**src/rtl/burst_addr_pkg.sv**
```systemverilog
package burst_addr_pkg;
  // One-hot (or empty) command from control to datapath for the next edge.
  typedef struct packed {
    logic clear;    // force counter to zero
    logic load;     // capture external address
    logic advance;  // increment with wrap
  } cnt_cmd_t;
endpackage

```
**src/rtl/burst_addr_ctrl.sv**
```systemverilog
module burst_addr_ctrl
  import burst_addr_pkg::*;
(
  input  logic     adsN,
  input  logic     cntEnN,
  input  logic     cntClrN,
  output cnt_cmd_t cmd,
  output logic     selExt
);
  // Priority: clear > load > advance > hold.
  always_comb begin
    cmd = '0;
    if (!cntClrN)     cmd.clear   = 1'b1;
    else if (!adsN)   cmd.load    = 1'b1;
    else if (!cntEnN) cmd.advance = 1'b1;
  end

  // The strobe alone steers the output, independent of the clear.
  assign selExt = !adsN;
endmodule

```
**src/rtl/burst_addr_dp.sv**
```systemverilog
module burst_addr_dp
  import burst_addr_pkg::*;
#(
  parameter int ADDR_W = 13
) (
  input  logic              clk,
  input  logic              rst,
  input  cnt_cmd_t          cmd,
  input  logic              selExt,
  input  logic [ADDR_W-1:0] extAddr,
  output logic [ADDR_W-1:0] cntQ,
  output logic [ADDR_W-1:0] intAddr
);
  localparam logic [ADDR_W-1:0] TopAddr = {ADDR_W{1'b1}};
  localparam logic [ADDR_W-1:0] OneAddr = {{(ADDR_W-1){1'b0}}, 1'b1};

  logic [ADDR_W-1:0] cntNext;
  logic [ADDR_W-1:0] cntInc;

  assign cntInc = (cntQ == TopAddr) ? '0 : cntQ + OneAddr;

  always_comb begin
    cntNext = cntQ;
    if (cmd.clear)        cntNext = '0;
    else if (cmd.load)    cntNext = extAddr;
    else if (cmd.advance) cntNext = cntInc;
  end

  always_ff @(posedge clk) begin
    if (rst) cntQ <= '0;
    else     cntQ <= cntNext;
  end

  assign intAddr = selExt ? extAddr : cntQ;
endmodule

```
**src/rtl/burst_addr_gen.sv**
```systemverilog
module burst_addr_gen
  import burst_addr_pkg::*;
#(
  parameter int ADDR_W = 13
) (
  input  logic              clk,
  input  logic              rst,
  input  logic              adsN,
  input  logic              cntEnN,
  input  logic              cntClrN,
  input  logic [ADDR_W-1:0] extAddr,
  output logic [ADDR_W-1:0] intAddr
);
  localparam logic [ADDR_W-1:0] OneAddr = {{(ADDR_W-1){1'b0}}, 1'b1};

  cnt_cmd_t          cmd;
  logic              selExt;
  logic [ADDR_W-1:0] counterQ;

  burst_addr_ctrl u_ctrl (
    .adsN   (adsN),
    .cntEnN (cntEnN),
    .cntClrN(cntClrN),
    .cmd    (cmd),
    .selExt (selExt)
  );

  burst_addr_dp #(.ADDR_W(ADDR_W)) u_dp (
    .clk    (clk),
    .rst    (rst),
    .cmd    (cmd),
    .selExt (selExt),
    .extAddr(extAddr),
    .cntQ   (counterQ),
    .intAddr(intAddr)
  );

  // clear wins over strobe and count enable
  p_clear_wins_r1: assert property (@(posedge clk) disable iff (rst)
    !cntClrN |=> counterQ == '0);

  // at most one command reaches the datapath
  p_cmd_exclusive_r1: assert property (@(posedge clk) disable iff (rst)
    $onehot0({cmd.clear, cmd.load, cmd.advance}));

  // load captures the external address exactly
  p_load_exact_r2: assert property (@(posedge clk) disable iff (rst)
    (cntClrN && !adsN) |=> counterQ == $past(extAddr));

  // advance is +1 modulo the address space
  p_advance_r3: assert property (@(posedge clk) disable iff (rst)
    (cntClrN && adsN && !cntEnN) |=> counterQ == $past(counterQ) + OneAddr);

  // hold keeps the counter
  p_hold_r4: assert property (@(posedge clk) disable iff (rst)
    (cntClrN && adsN && cntEnN) |=> $stable(counterQ));

  // strobe high exposes the counter at the port
  p_expose_r6: assert property (@(posedge clk) disable iff (rst)
    adsN |-> intAddr == counterQ);
endmodule

```
**config.mk**
```make
export PLATFORM = sky130hd
export DESIGN_NAME = burst_addr_gen
export DESIGN_NICKNAME = d
export VERILOG_FILES = /design/src/rtl/burst_addr_pkg.sv /design/src/rtl/burst_addr_ctrl.sv /design/src/rtl/burst_addr_dp.sv /design/src/rtl/burst_addr_gen.sv
export SDC_FILE = /design/constraint.sdc
export NUM_CORES = 1
export LEC_CHECK = 0
export BUFFER_PORTS_ARGS = -buffer_cell sky130_fd_sc_hd__buf_2
export CORE_MARGIN = 3
export CORE_UTILIZATION = 40
export DETAILED_ROUTE_END_ITERATION = 10
export PLACE_DENSITY_LB_ADDON = 0.25
export REMOVE_ABC_BUFFERS = 1
export SYNTH_ARGS = -nofsm -noshare
export SYNTH_HDL_FRONTEND = slang
export SYNTH_SLANG_ARGS = --single-unit
```
**constraint.sdc**
```tcl
create_clock -name clk -period 2.6 [get_ports clk]
set_input_delay 0.39 -clock clk [delete_from_list [all_inputs] [get_ports clk]]
set_output_delay 0.39 -clock clk [all_outputs]
set_load 0.02 [all_outputs]
```
==> summary.md, run 1 <==
| Metric | Value |
|---|---|
| Fmax | approximately 530 MHz |
| Largest net degree at the start of global routing | 31 |
| Synth warnings | 0 |
| Register Area | 260 sq um |
| Worst-path clk slew | around 0.090 ns |
| Critical path, cell by cell | ha_1 > nand3_4 > or4_4 > o311ai_0 > a311oi_1 |
| Starting Density | 43.3% |
| Seq cells post-synth | 13 |
| Crit path required time | 2.74 ns |
| Largest register FFs | 13 |
| Final Cycle Share | 72.6% |
| Area growth syn-to-layout | 18.8% |
| Slew headroom | 46.6% |
| Hold wc startpoint | extAddr[0] |
| Fillers | 240 |
| Antenna-violating nets left | 0 |
| Cell taking the most area after synthesis | dfxtp_1 |
| Reg with most FFs | u_dp.cntQ |
| Utilization after layout | 51.4% |
| DR vias | between 1000 and 1500 |
| First-pass DRT Iterations | 4 |
| Worst skew pair latency | 0.28 ns |
| Cell family with most CP delay | simple AND/OR/NAND/NOR gates |
| Number of DRC markers in iteration 0 | 48 |
| CTS tree | built |
| Hold Path Class | primary input to flip-flop |
| Crit. Startpoint | u_dp.cntQ[0] |
| Cells after synthesis | 138 |
| I/O pin count | 31 |
| DRC | 0 |
| CTS Buffer Depth | 2 |
| Peak VDD IR | 0.239 mV |
| Synth top area cells | dfxtp_1, nand2_1, nand2b_1 |
| H-tree depth | 1 |
| Top cell type's share of synthesized area | 26.4% |
| Footprint of the multi-input gates | 672 sq um |
| Mapped cell area | slightly below 0.001 sq mm |
| Antenna fix cells | 0 |
| Static leakage | 0.485 nW |
| Core area | 0.00228 sq mm |
| Via density | ~6 |
| Slew @ Worst Pin | 0.793 ns |
| Int Pwr | approximately 320 uW |
| Crit path buffers/inverters | 0 |
| Max-cap check violation count | 0 |
| Final hold vios | 0 |
| Setup TNS | 0 ns |
| Largest registers | u_dp.cntQ x13 |
| Switching power | 162 uW |
| Per-cell routed wire length | 13.9 um |
| Slew Limit Fails | 0 |
| Total wire length | 2.70 mm |
| CTS hold repair buffers | 0 |
| Num CTS Buffers | 3 |
| Worst setup SP type | flip-flop |
| Critical Path AT | 2.03 ns |
| Seq pwr share | 46.9% |
| Switching share of power | 33.8% |
| Post-Syn Area per Cell | 7.14 sq um |
| Layout Nets | 186 |
| Part of the power in the clock network | 27.7% |
| Setup-failing EPs final | 0 |
| Post-CTS sizing | 0 |
| Vias in the first global route | 1105 |
| CP Capture Type | flip-flop |
| First-pass GRT wire length | 4.84 mm |
| Setup bufs post-CTS | 0 |
| Antenna violations before repair | 0 |
| Chip Height | 55.6 um |
| Combinational share of power | 25.5% |
| Distinct cells, synth | 29 |
| R2r startpoint | u_dp.cntQ[0] |
| Kind of critical path | flip-flop to flip-flop |
| Crit-path max cell delay | about 0.63 ns |
| Status | finished, final reports clean |
| Global-route usage over all layers | 18.6% |
| RSZ-0062 raised after global routing | no |
| Clock Skew | 0.0117 ns |
| GRT overflow | 0 |
| FP Rows | 17 |
| Die Area | around 0.0031 sq mm |
| Post-DP HPWL | 1.92 mm |
| Port Buf Inserts | 30 |
| Worst Path Max Fanout | 12 |
| GP Congestion | 0.829 |
| Share of cells above drive strength 1 | between 20% and 30% |
| Seq/Total Area, Yosys | 26.4% |
| CTS sink count | 13 |
| Power per cell area | 409 mW/mm^2 |
| Tmin final | 1.89 ns |
| CP max-delay cell | or4_4 |
| Die X-Extent | roughly 56 um |
| Clock root buffer | clkbuf_4 |
## Yosys cell counts, drive strengths merged
cell type and n:
nand2 32, nand2b 15, dfxtp 13, o21ai 12, a31oi 11, nand3 7, clkbuf 6, o211ai 6
a21oi 5, inv 5, a311oi 4, nand4 4, nor4 3, o31a 3, o311ai 2, a211oi 1
a21boi 1, and2 1, buf 1, ha 1, nand3b 1, nor2 1, nor2b 1, or3 1
or4 1
## cell usage in the layout, fill, tap and decap left out, types with 5 or more instances in the layout
master,synthesis,final
nand3_1,6,6
buf_2,0,30
nand2b_1,15,15
o211ai_1,5,5
a31oi_1,10,10
o21ai_0,12,12
a21oi_1,5,5
inv_1,5,5
dfxtp_1,13,13
nand2_1,32,32
## power by group through the flow
stage	clock [mW]	sequential [mW]	combinational (mW)
floorplan	0	0.225	0.0760
global placement	0	0.228	0.118
detailed placement	0	0.228	0.122
CTS	0.137	0.224	0.122
global route	0.140	0.226	0.137
finish	0.132	0.224	0.122
## final cells by class
class | count | share of cell area, %
flip-flops and latches | 13 | 22.2
inverters | 5 | 1.60
well taps | 28 | 2.99
multi-input cells | 113 | 57.4
clock buffers | 4 | 2.25
repair buffers | 31 | 13.5
## path summary, 6_finish.rpt
check	to	slack, ns	cells after the start
worst min-delay path	u_dp.cntQ[0]	0.40	3
worst max-delay path	u_dp.cntQ[7]	0.71	5
worst max register to register	u_dp.cntQ[7]	0.71	5
worst min register to register	u_dp.cntQ[12]	0.55	2
## logic make-up after synthesis
group,count (synthesis),share of synthesized area (%)
and+or+nand+nor,67,35.2
AOI/OAI and AO/OA,45,31.8
DFF,13,26.4
buffers and inverters,12,5.34
adders and majority gates,1,1.27
## metal layers
layer	routed length (um)	track usage, %	up-vias
met5	0	0	-
met4	14	4.17	0
met3	156	3.71	2
met2	1290	30.6	42
met1	1240	25.0	552
li1	-	-	563
## tightest hold or removal path: cells and delay by family
kind            cells  cell delay [ns]
compound gates      1             0.07
buf+inv             1             0.09
simple gates        1             0.08
## metrics by stage
stage | instances | power [mW] | instance area, sq um | hold WS (ns) | worst slack (ns)
CTS | 194 | 0.483 | 1170 | 0.398 | 0.712
floorplan | 131 | 0.301 | 951 | 0.497 | 0.835
global route | 194 | 0.503 | 1170 | 0.418 | 0.615
finish | 194 | 0.479 | 1170 | 0.404 | 0.712
global placement | 190 | 0.347 | 1140 | 0.535 | 0.691
detailed placement | 190 | 0.350 | 1140 | 0.543 | 0.633
No activity file was read; power rests on OpenSTA's default activity.
==> run 2: changes to the inputs <==
--- a/config.mk
+++ b/config.mk
@@ -5,6 +5,7 @@
 export SDC_FILE = /design/constraint.sdc
 export NUM_CORES = 1
 export LEC_CHECK = 0
+export ABC_AREA = 1
 export BUFFER_PORTS_ARGS = -buffer_cell sky130_fd_sc_hd__buf_2
 export CORE_MARGIN = 3
 export CORE_UTILIZATION = 40
==> constraint.sdc (replaced) <==
create_clock -name clk -period 1.9 [get_ports clk]
set_input_delay 0.285 -clock clk [delete_from_list [all_inputs] [get_ports clk]]
set_output_delay 0.285 -clock clk [all_outputs]
set_load 0.02 [all_outputs]
==> run 2 against run 1 <==
  * Hold slack worse by 0.12 ns
  * Die area up 2.8%
  * Cell area up 5.1%
  * Cell count up 19%
  * Clock-buffer cell count unchanged
  * Clock skew down 0.0080 ns
  * Sequential power up 38%
  * Clock power up 32%
  * Register-to-register slack worse by 0.22 ns
  * Via count up 2.7%
  * First-iteration DRC count down 6.3%
==> summary.md, run 2 <==
| Metric | Value |
|---|---|
| First-pass GRT wire length | approximately 4.6 mm |
| Fmax | 703 MHz |
| Synth Area in XOR/XNOR | 3.45% |
| Static leakage | about 0.6 nW |
| Vias in the first global route | 1067 |
| Layout Nets | between 200 and 250 |
| R2r setup slk | ~0.5 ns |
| FP Rows | 17 |
| Peak VDD IR | around 0.43 mV |
| Final hold vios | 0 |
| H-tree depth | 1 |
| I/O pin count | 31 |
| WHS Path Cells | 3 |
| Hold endpoint | u_dp.cntQ[6] |
| Per-cell routed wire length | approximately 12 um |
| Antenna-violating nets left | 0 |
| CTS Buffer Depth | 2 |
| Hold wc startpoint | extAddr[6] |
| Fraction of the mapped netlist area in adder cells | under 10% |
| Cell taking the most area after synthesis | dfxtp_1 |
| CTS sink count | 13 |
| Status | finished, final reports clean |
| CP Capture Type | output port |
| Most frequent cells in the layout | nand2_1, buf_2, o21ai_0 |
| Async set-or-reset flop fraction in the synthesized netlist | 0% |
| Starting Density | 43.8% |
| Post-CTS sizing | 0 |
| CTS tree | built |
| Largest net degree at the start of global routing | 18 |
| Compound-cell area share of the yosys netlist | 22.4% |
| Most used routing layer | met2 |
| Top cell type's share of synthesized area | 25.6% |
| Fillers | 254 |
| Synth cell count leaders | nand2_1, o21ai_0, a21oi_1, inv_1, dfxtp_1 |
| Die Area | 0.00318 sq mm |
| Seq cells post-synth | 13 |
| Crit path required time | 1.62 ns |
| R2r startpoint | u_dp.cntQ[0] |
| Worst-path clk slew | roughly 0.08 ns |
| Kind of critical path | flip-flop to output port |
| Slew @ Worst Pin | 0.443 ns |
| Main synth FF type | dfxtp_1 |
| Mapped cell area | between 0.001 and 0.0015 sq mm |
| Largest family of logic cells by synthesized area | simple AND/OR/NAND/NOR gates |
| Setup bufs post-CTS | 0 |
| Via density | 5.17 |
| First-pass DRT Iterations | 4 |
| Core area | around 0.0023 sq mm |
| Antenna fix cells | 0 |
| Slew headroom | 70.5% |
| Clock root buffer | clkbuf_4 |
| GP Congestion | approximately 0.85 |
| Share of cells above drive strength 1 | between 20% and 30% |
| Register Area | 260 sq um |
| Area growth syn-to-layout | 21.1% |
| Synth top area cells | dfxtp_1, nand2_1, o21ai_0 |
| Die X-Extent | 56.4 um |
| Setup TNS | 0 ns |
| Reg with most FFs | u_dp.cntQ |
| Fraction of the mapped netlist area in simple logic gates | 39.0% |
| GR Util met2 | between 20% and 30% |
| Met3 Resource Use GR | 4.83% |
| DRC | 0 |
| Footprint of the multi-input gates | approximately 670 sq um |
| Proportion of synthesized area in mux cells | 0% |
| Post-Syn Area per Cell | 5.98 sq um |
| Number of DRC markers in iteration 0 | 45 |
| Worst skew pair latency | 0.28 ns |
| Worst setup SP type | flip-flop |
| CTS hold repair buffers | 0 |
| Tmin final | 1.42 ns |
| Reg2reg path depth | 8 |
| Max-cap check violation count | 0 |
| Setup-failing EPs final | 0 |
| Hold Path Class | primary input to flip-flop |
| Largest registers | u_dp.cntQ x13 |
| Global-route usage over all layers | roughly 18% |
| Chip Height | 56.4 um |
| Grt met1 use | 23.2% |
| Post-DP HPWL | 2.04 mm |
| RSZ-0062 raised after global routing | no |
| EDFF count, synth | 0 |
| Final Cycle Share | 74.9% |
| Clock Skew | 0.00366 ns |
| Distinct cells, synth | 19 |
| Commonest non-fill, non-tap cell in the layout | nand2_1 |
| Num CTS Buffers | 3 |
| Synth warnings | 0 |
| Worst Path Max Fanout | 3 |
| Power per cell area | 536 mW/mm^2 |
| Antenna violations before repair | 0 |
| Total wire length | 2.67 mm |
| Critical Path AT | around 1.1 ns |
| DR vias | 1190 |
| Largest register FFs | 13 |
| Most common cell in the netlist | nand2_1 |
| Slew Limit Fails | 0 |
| Port Buf Inserts | 30 |
| Utilization after layout | between 50% and 60% |
| RR Endpoint | u_dp.cntQ[11] |
| Seq/Total Area, Yosys | 25.6% |
| Cells after synthesis | 170 |
| GRT overflow | 0 |
run 2: cell types whose count changed after synthesis, moves of 4 or more:
cell / previous run / this run
inv_1: 5 / 17
o211ai_1: 5 / 0
a31oi_1: 10 / 3
a21oi_1: 5 / 17
nor2_2: 0 / 6
xor2_1: 0 / 4
a311oi_1: 4 / 0
nor2_1: 1 / 10
nand2_1: 32 / 52
nand2_2: 0 / 4
o21ai_0: 12 / 21
nand2b_1: 15 / 0
run 2: report_power, final:
group,internal [mW],switching [mW]
Clock,0.0814,0.0924
Sequential,0.288,0.0203
Combinational,0.0640,0.112
Total,0.434,0.225
run 2: area by class of cell:
type	count	area share [%]
flip-flops and latches	13	21.2
multi-input cells	135	54.6
inverters	17	5.19
repair buffers	33	14.0
well taps	28	2.85
clock buffers	4	2.14
run 2: through the flow:
step,hold WS (ns),worst slack (ns),area [sq um],power (mW),cells
after CTS,0.272,0.468,1230,0.671,230
after global routing,0.288,0.354,1230,0.702,230
final,0.285,0.478,1230,0.659,230
after floorplan,0.460,0.513,996,0.421,165
after detailed placement,0.543,0.511,1200,0.490,226
after global placement,0.540,0.578,1200,0.486,226
run 2: logic make-up (layout without fill, tap and decap cells):
group / count (synthesis) / after routing
AND/OR/NAND/NOR: 86 / 86
AO/OA/AOI/OAI: 44 / 44
buffers and inverters: 22 / 54
flip-flops: 13 / 13
XOR/XNOR: 4 / 4
adder cells (fa/ha/maj): 1 / 1
run 2: how the worst max path moves through the flow:
stage | start | endpoint | depth (start not counted)
4_1_cts | u_dp.cntQ[3] | intAddr[3] | 3
5_1_grt | u_dp.cntQ[3] | intAddr[3] | 3
3_3_place_gp | u_dp.cntQ[0] | u_dp.cntQ[5] | 8
6_report | u_dp.cntQ[3] | intAddr[3] | 3
2_1_floorplan | adsN | intAddr[0] | 2
3_5_place_dp | u_dp.cntQ[0] | u_dp.cntQ[12] | 8
run 2: metal layers:
layer	part of all wire [%]	wire length, um	up-vias
li1	-	-	620
met1	46	1230	532
met2	47	1250	36
met3	6.8	181	2
met4	0.52	14	0
met5	0	0	-
run 2: worst max-delay path, cell delays in order, from the launching register on:
cell     delay, ns
dfxtp_1       0.39
inv_1         0.13
o21ai_0       0.16
buf_2         0.18
